[src/rtl/sr_guard.sv]
module sr_guard #(
  parameter int ADDR_W = 13,
  parameter int PAGE_W = 5,
  parameter int SR_CYCLES = 8,
  parameter logic [2:0] NV_INIT = 3'b000
) (
  input  logic              clk,
  input  logic              rst_n,
  input  logic              wren_stb,
  input  logic              wrdi_stb,
  input  logic              wrsr_stb,
  input  logic              wrsr_aligned,
  input  logic [7:0]        wrsr_byte,
  input  logic              arr_busy,
  input  logic              arr_done,
  input  logic              wp_n,
  input  logic [ADDR_W-1:0] chk_addr,
  output logic [7:0]        status_byte,
  output logic              hw_lock,
  output logic              addr_locked,
  output logic              wr_permit
);
  localparam int CW = $clog2(SR_CYCLES + 1);

  logic          lock_bit;
  logic [1:0]    region;
  logic          wel;
  logic          sr_busy;
  logic [CW-1:0] cnt;
  logic [2:0]    staged;
  logic          wip, sr_done, wrsr_go;
  logic [ADDR_W-1:0] page_base;
  logic [1:0]    top2;

  assign wip         = sr_busy | arr_busy;
  assign hw_lock     = lock_bit & ~wp_n;
  assign sr_done     = sr_busy && (cnt == '0);
  assign wrsr_go     = wrsr_stb & wrsr_aligned & wel & ~wip & ~hw_lock;
  assign status_byte = {lock_bit, 3'b000, region, wel, wip};

  assign page_base = {chk_addr[ADDR_W-1:PAGE_W], {PAGE_W{1'b0}}};
  assign top2      = page_base[ADDR_W-1 -: 2];

  always_comb begin
    case (region)
      2'b00:   addr_locked = 1'b0;
      2'b01:   addr_locked = (top2 == 2'b11);
      2'b10:   addr_locked = top2[1];
      default: addr_locked = 1'b1;
    endcase
  end

  assign wr_permit = wel & ~wip & ~addr_locked;

  always_ff @(posedge clk or negedge rst_n) begin
    if (!rst_n)                                wel <= 1'b0;
    else if (wrdi_stb || arr_done || sr_done)  wel <= 1'b0;
    else if (wren_stb)                         wel <= 1'b1;
  end

  always_ff @(posedge clk or negedge rst_n) begin
    if (!rst_n) begin
      sr_busy  <= 1'b0;
      cnt      <= '0;
      staged   <= NV_INIT;
      lock_bit <= NV_INIT[2];
      region   <= NV_INIT[1:0];
    end else if (wrsr_go) begin
      sr_busy <= 1'b1;
      cnt     <= CW'(SR_CYCLES - 1);
      staged  <= {wrsr_byte[7], wrsr_byte[3:2]};
    end else if (sr_busy) begin
      if (cnt == '0) begin
        sr_busy  <= 1'b0;
        lock_bit <= staged[2];
        region   <= staged[1:0];
      end else begin
        cnt <= cnt - 1'b1;
      end
    end
  end

  a_r2_wrdi_clears: assert property (@(posedge clk) disable iff (!rst_n)
    wrdi_stb |=> !status_byte[1]);
  a_r3_done_clears: assert property (@(posedge clk) disable iff (!rst_n)
    arr_done |=> !status_byte[1]);
  a_r4_no_wel_reject: assert property (@(posedge clk) disable iff (!rst_n)
    (wrsr_stb && !wel && !sr_busy) |=> !sr_busy);
  a_r6_prot_moves_at_end: assert property (@(posedge clk) disable iff (!rst_n)
    !$stable({lock_bit, region}) |-> ($past(sr_busy) && !sr_busy));
  a_r6_end_wel_low: assert property (@(posedge clk) disable iff (!rst_n)
    $fell(sr_busy) |-> !status_byte[1]);
  a_r7_hw_lock_reject: assert property (@(posedge clk) disable iff (!rst_n)
    (wrsr_stb && hw_lock && !sr_busy) |=> !sr_busy);
endmodule

[config.mk]
export PLATFORM = sky130hd
export DESIGN_NAME = sr_guard
export DESIGN_NICKNAME = d
export VERILOG_FILES = /design/src/rtl/sr_guard.sv
export SDC_FILE = /design/constraint.sdc
export NUM_CORES = 1
export LEC_CHECK = 0
export CELL_PAD_IN_SITES_DETAIL_PLACEMENT = 0
export CELL_PAD_IN_SITES_GLOBAL_PLACEMENT = 1
export CORE_MARGIN = 10
export CORE_UTILIZATION = 37
export DETAILED_ROUTE_END_ITERATION = 16
export DONT_BUFFER_PORTS = 1
export GPL_ROUTABILITY_DRIVEN = 0
export PLACE_DENSITY_LB_ADDON = 0.1
export SLEW_MARGIN = 10
export SYNTH_ARGS = -nofsm -noshare
export SYNTH_HDL_FRONTEND = slang
export SYNTH_SLANG_ARGS = --single-unit
export TNS_END_PERCENT = 100
[constraint.sdc]
create_clock -name clk -period 1.9 [get_ports clk]
set_clock_uncertainty 0.2 [all_clocks]
set_input_delay 0.38 -clock clk [delete_from_list [all_inputs] [get_ports clk]]
set_output_delay 0.38 -clock clk [all_outputs]
set_load 0.05 [all_outputs]
### Word-level counts from Yosys, hierarchy flattened

Index checks and enable logic that the tools add are counted.

* flip-flop bits (word level): 12
* input port bits: 30
* output and inout bits: 11

* muxes and demuxes: 9
* $add $sub $neg: 1
* bitwise logic cells: 13
* reduce and logical (&&, ||, !) cells: 9
* equal/unequal tests: 4

Operators by type and width (count)
* 2-to-1 mux 4 bit: 3
* bitwise AND 1 bit: 7
* 2-to-1 mux 1 bit: 5
* inverter 1 bit: 5
* equality test 2 bit (second input constant): 2
* zero test 4 bit: 1
* nonzero test 2 bit: 2
* subtractor 4 x 1 -> 4 bit (second input constant): 1
* one-hot mux 1 bit (3 select lines): 1
* AND reduction 3 bit: 1
* equality test 2 x 1 -> 1 bit (second input constant): 1
* zero test 2 bit: 1
* logical OR 1 bit: 2
* != test 2 bit (second input constant): 1
* AND reduction 2 bit: 1
* logical AND 1 bit: 1
* OR 1 bit: 1

### Depth between registers and ports, before layout

* depth after elaboration: 6
* gate-level depth with buffers: 5
* depth with buffers taken out: 5

### Worst setup path before layout

No wires, ideal clock.

* path kind: flip-flop to output port
* start point: reg region[1]
* end point: out wr_permit
* slack: -0.954 ns
* cell stages (with the launch flop): 4
* arrival: 2.274 ns
* data required time: 1.320 ns
* cell sequence: dfrtp_1 > a21o_1 > a22o_1 > nor3_1

* longest elaborated chain between the ends: 4

Ends and longest elaborated chain
* from (decl): line 26 `logic [1:0] region;`
* from (signal assigned): line 67 `region <= NV_INIT[1:0];`
* from (signal assigned): line 76 `region <= staged[1:0];`
* equality test 2 bit, or another cell as far along: line 45 `case (region)`
* one-hot mux 1 bit (3 select lines) *: line 45
* via addr_locked: line 20 `output logic addr_locked,`
* inverter 1 bit *: line 53 `assign wr_permit = wel & ~wip & ~addr_locked;`
* bitwise AND 1 bit *: line 53
* to (decl): line 21 `output logic wr_permit`

The timed path passes the listed nets; every way through them passes the cells marked *.

### Worst setup path in the final report

* start point: reg sr_busy
* end point: out wr_permit

* longest elaborated chain between the ends: 4

Ends and longest elaborated chain
* from (decl): line 28 `logic sr_busy;`
* from (signal assigned): line 63 `sr_busy <= 1'b0;`
* from (signal assigned): line 69 `sr_busy <= 1'b1;`
* from (signal assigned): line 74 `sr_busy <= 1'b0;`
* OR 1 bit: line 35 `assign wip = sr_busy | arr_busy;`
* inverter 1 bit: line 53
* bitwise AND 1 bit (2 in a row): line 53

Every way passes these cells.

==> flow_metrics.py <==
metrics = {
    "timing": {
        "tightestPinTransition_ns": 0.518,
        "period_share_pct": 105,
        "max_slew_margin_pct": 65.3,
        "rsz0062_at_grt": "true",
        "report.final.slew_viol_count": 0,
        "final-setup-viol-count": 1,
        "final_period_minus_worst_setup_slack_ns": 2.00,
        "timing.final.hold_violations": 0,
        "setup_slack_ns": -0.0957,
        "max_freq_mhz": 501,
    },
    "grt": {
        "grt.overflow.total": 0,
        "grt_first_pass_wirelength_um": 2170,
        "vias_in_the_first_global_route": 502,
        "grt_util_all_layers_pct": 7.84,
        "antenna_found_initial": 0,
        "grt_max_degree": 13,
    },
    "run_status": {
        "outcome": "complete, but fails checks",
        "violations": "setup timing",
    },
    "worst_setup_path": {
        "worstPathRequired_ns": 1.32,
        "critical_path_arrival_ns": 1.42,
        "cp-end-kind": "output pin",
        "worst_setup_path_start_kind": "flop",
        "cp_max_fo": 2,
        "critPathKind": "flop to output pin",
        "timing.reg2reg.worst_path_depth": 3,
    },
    "power_and_ir_drop": {
        "power.net_switching_uw": 534,
        "clock_power_share_pct": 16.2,
        "pwr-share-seq_pct": 33.8,
        "intPower_uw": 727,
        "p_per_area_nw_per_um2": 1580,
        "vdd.ir_drop.worst_uv": 691,
        "power.static_leakage_nw": 0.398,
        "comb_power_share_pct": 50.1,
        "p_sw_share_pct": 42.3,
        "post-layout-total-power_mw": 1.26,
    },
    "route": {
        "avgRoutedWirePerCell_um": 15.9,
        "routedLengthMet1_um": 562,
        "detailedRoute.firstPassIterationCount": 4,
        "drt_drc_violations_left": 0,
        "highest-signal-layer": "met4",
        "vias": 462,
        "post_drt_via_cell_ratio": 5.31,
        "route.antenna.remaining_nets": 0,
        "detail_route.iter0.violations": 7,
        "met2_wirelength_um": 615,
        "wl_met3_um": 169,
        "drt_wl_total_um": 1380,
    },
    "yosys": {
        "yosysTopAreaCell": "dfrtp_1",
        "edff_count_synth": 0,
        "async_reset_ff_share_pct": 100,
        "netlist-cell-type-count": 26,
        "synth.yosys.seq_area_share_pct": 47.2,
        "synth_area_per_cell_um2": 11.0,
        "synthesis.instances": 58,
        "synth.cell_area_um2": 637,
        "synthesis.yosys.warnings": 0,
        "synth_top_cells_by_area": "dfrtp_1 47%, buf_4 7.1%, mux2_2 7.1%, mux2_4 7.1%, nand2_1 2.9%",
        "synth_top_cells_by_count": "12 x dfrtp_1, 6 x buf_4, 5 x nand2_1",
        "postSynth.topFlopCell": "dfrtp_1",
        "synth_top_area_share_pct": 47.2,
        "post-synth-top-count-cell": "dfrtp_1",
        "synth-seq-cells": 12,
    },
    "clocking": {
        "number_of_buffers_inserted_during_clock_tree_synthesis": 3,
        "cts_sinks": 12,
        "clock_latency_late_sink_ns": 0.27,
        "cts_tree": "built",
        "clk_transition_reported_paths_ns": 0.08,
        "cts-root-buf": "clkbuf_4",
        "max-clock-path-buffers": 2,
        "ctsHtreeMaxLevel": 1,
    },
    "cells_and_area": {
        "antennaDiodeCount": 0,
        "nets": 103,
        "nFillCells": 137,
        "multi_input_comb_area_um2": 295,
        "ff_latch_area_um2": 302,
        "drive_above_1_share_pct": 42.3,
        "finalInstanceArea_um2": 797,
        "synthToLayoutAreaGrowth_pct": 25.1,
    },
    "floorplan": {
        "die_extent_in_y_um": 61.5,
        "die_x_um": 61.5,
        "floorplan.initialDensity_pct": 40.9,
        "die_area_um2": 3780,
        "core_area_um2": 1560,
        "core.rowCount": 14,
        "top_level_ports": 41,
    },
    "run": {
        "maxCapViolCount": 0,
    },
    "worst_hold_path": {
        "min_path_cells": 1,
        "hold_path_class": "input port to flop",
    },
    "place": {
        "dpl-instance-area_um2": 719,
        "dpl_worst_slack_ns": 0.134,
        "dp.final_hpwl_um": 1130,
        "port_buffers": 0,
    },
}
==> area by class of cell <==
class | instances | share of cell area, %
Multi-Input combinational cell | 37 | 37.0
Sequential cell | 12 | 37.8
Timing Repair Buffer | 14 | 16.2
Tap cell | 16 | 2.51
Inverter | 4 | 1.88
Clock buffer | 4 | 4.55
==> flip-flops by register name (all words and copies together) (netlist names) <==
signal / count
staged: 3
sr_busy: 1
cnt: 4
region: 2
lock_bit: 1
wel: 1
==> cell usage in the layout, fill, tap and decap left out, types with 2 or more instances in the layout <==
cell type      Yosys  final
buf_4              6      9
clkbuf_4           0      3
conb_1             1      3
dfrtp_1           12     11
dlygate4sd3_1      0      3
inv_1              4      4
mux2_2             4      4
mux2_4             3      3
nand2_1            5      5
nor2_1             2      2
nor3_1             3      2
o21ai_0            2      2
==> critical path, stage by stage, from the launching register on <==
cell,delay (ns)
dfrtp_1,0.38
or2_4,0.23
buf_6,0.16
nor3_4,0.21
buf_12,0.16
==> metal layers <==
layer  GRT usage, %  vias to the layer above
li1               -                      219
met1           8.39                      214
met2           12.4                       24
met3           2.88                        5
met4           5.73                        0
met5              0                        -
==> stage by stage <==
stage | hold WS, ns | setup TNS [ns] | util [%] | std cells
after floorplan | -0.116 | -0.151 | - | 60
after global placement | -0.115 | 0 | 46.1 | 79
after detailed placement | -0.115 | 0 | 46.1 | 79
after CTS | 0.0383 | -0.116 | 51.1 | 87
after global routing | 0.0326 | -0.158 | 51.1 | 87
final | 0.0478 | -0.0957 | 51.1 | 87
==> path summary, 6_finish.rpt <==
path	startpoint	slack [ns]	endpoint
setup / recovery	sr_busy$_DFF_PN0_	-0.1	wr_permit
hold / removal	wrsr_byte[7]	0.05	staged[2]$_DFFE_PN0P_
setup reg to reg	sr_busy$_DFF_PN0_	0.16	staged[0]$_DFFE_PN0P_
hold reg to reg	staged[2]$_DFFE_PN0P_	0.31	staged[2]$_DFFE_PN0P_
max in group asynchronous	rst_n	0.82	region[1]$_DFFE_PN0P_
min in group asynchronous	rst_n	0.31	wel$_DFFE_PN0P_
==> power groups by stage <==
| stage | combinational [mW] | clock [mW] | sequential (mW) |
|---|---|---|---|
| after floorplan | 0.406 | 0 | 0.501 |
| after global placement | 0.601 | 0 | 0.422 |
| after detailed placement | 0.613 | 0 | 0.432 |
| after CTS | 0.640 | 0.211 | 0.425 |
| after global routing | 0.686 | 0.224 | 0.443 |
| final | 0.631 | 0.204 | 0.426 |
==> cell families after synthesis <==
logic type / after synthesis / share of synthesized area [%]
other: 1 / 0.589
flip-flops: 12 / 47.2
buffers and inverters: 11 / 11.2
adder cells (fa/ha/maj): 1 / 1.96
AND/OR/NAND/NOR: 20 / 18.9
multiplexers: 7 / 14.1
AO/OA/AOI/OAI: 6 / 6.09
==> timing repair <==
item                       CTS  global route
hold buffers                 3             0
setup endpoints to repair    1             2
pin swaps                    1             0
resized for setup            1             0
hold endpoints to repair    13             0
buffers inserted             1             0
No activity file was read; power rests on OpenSTA's default activity.
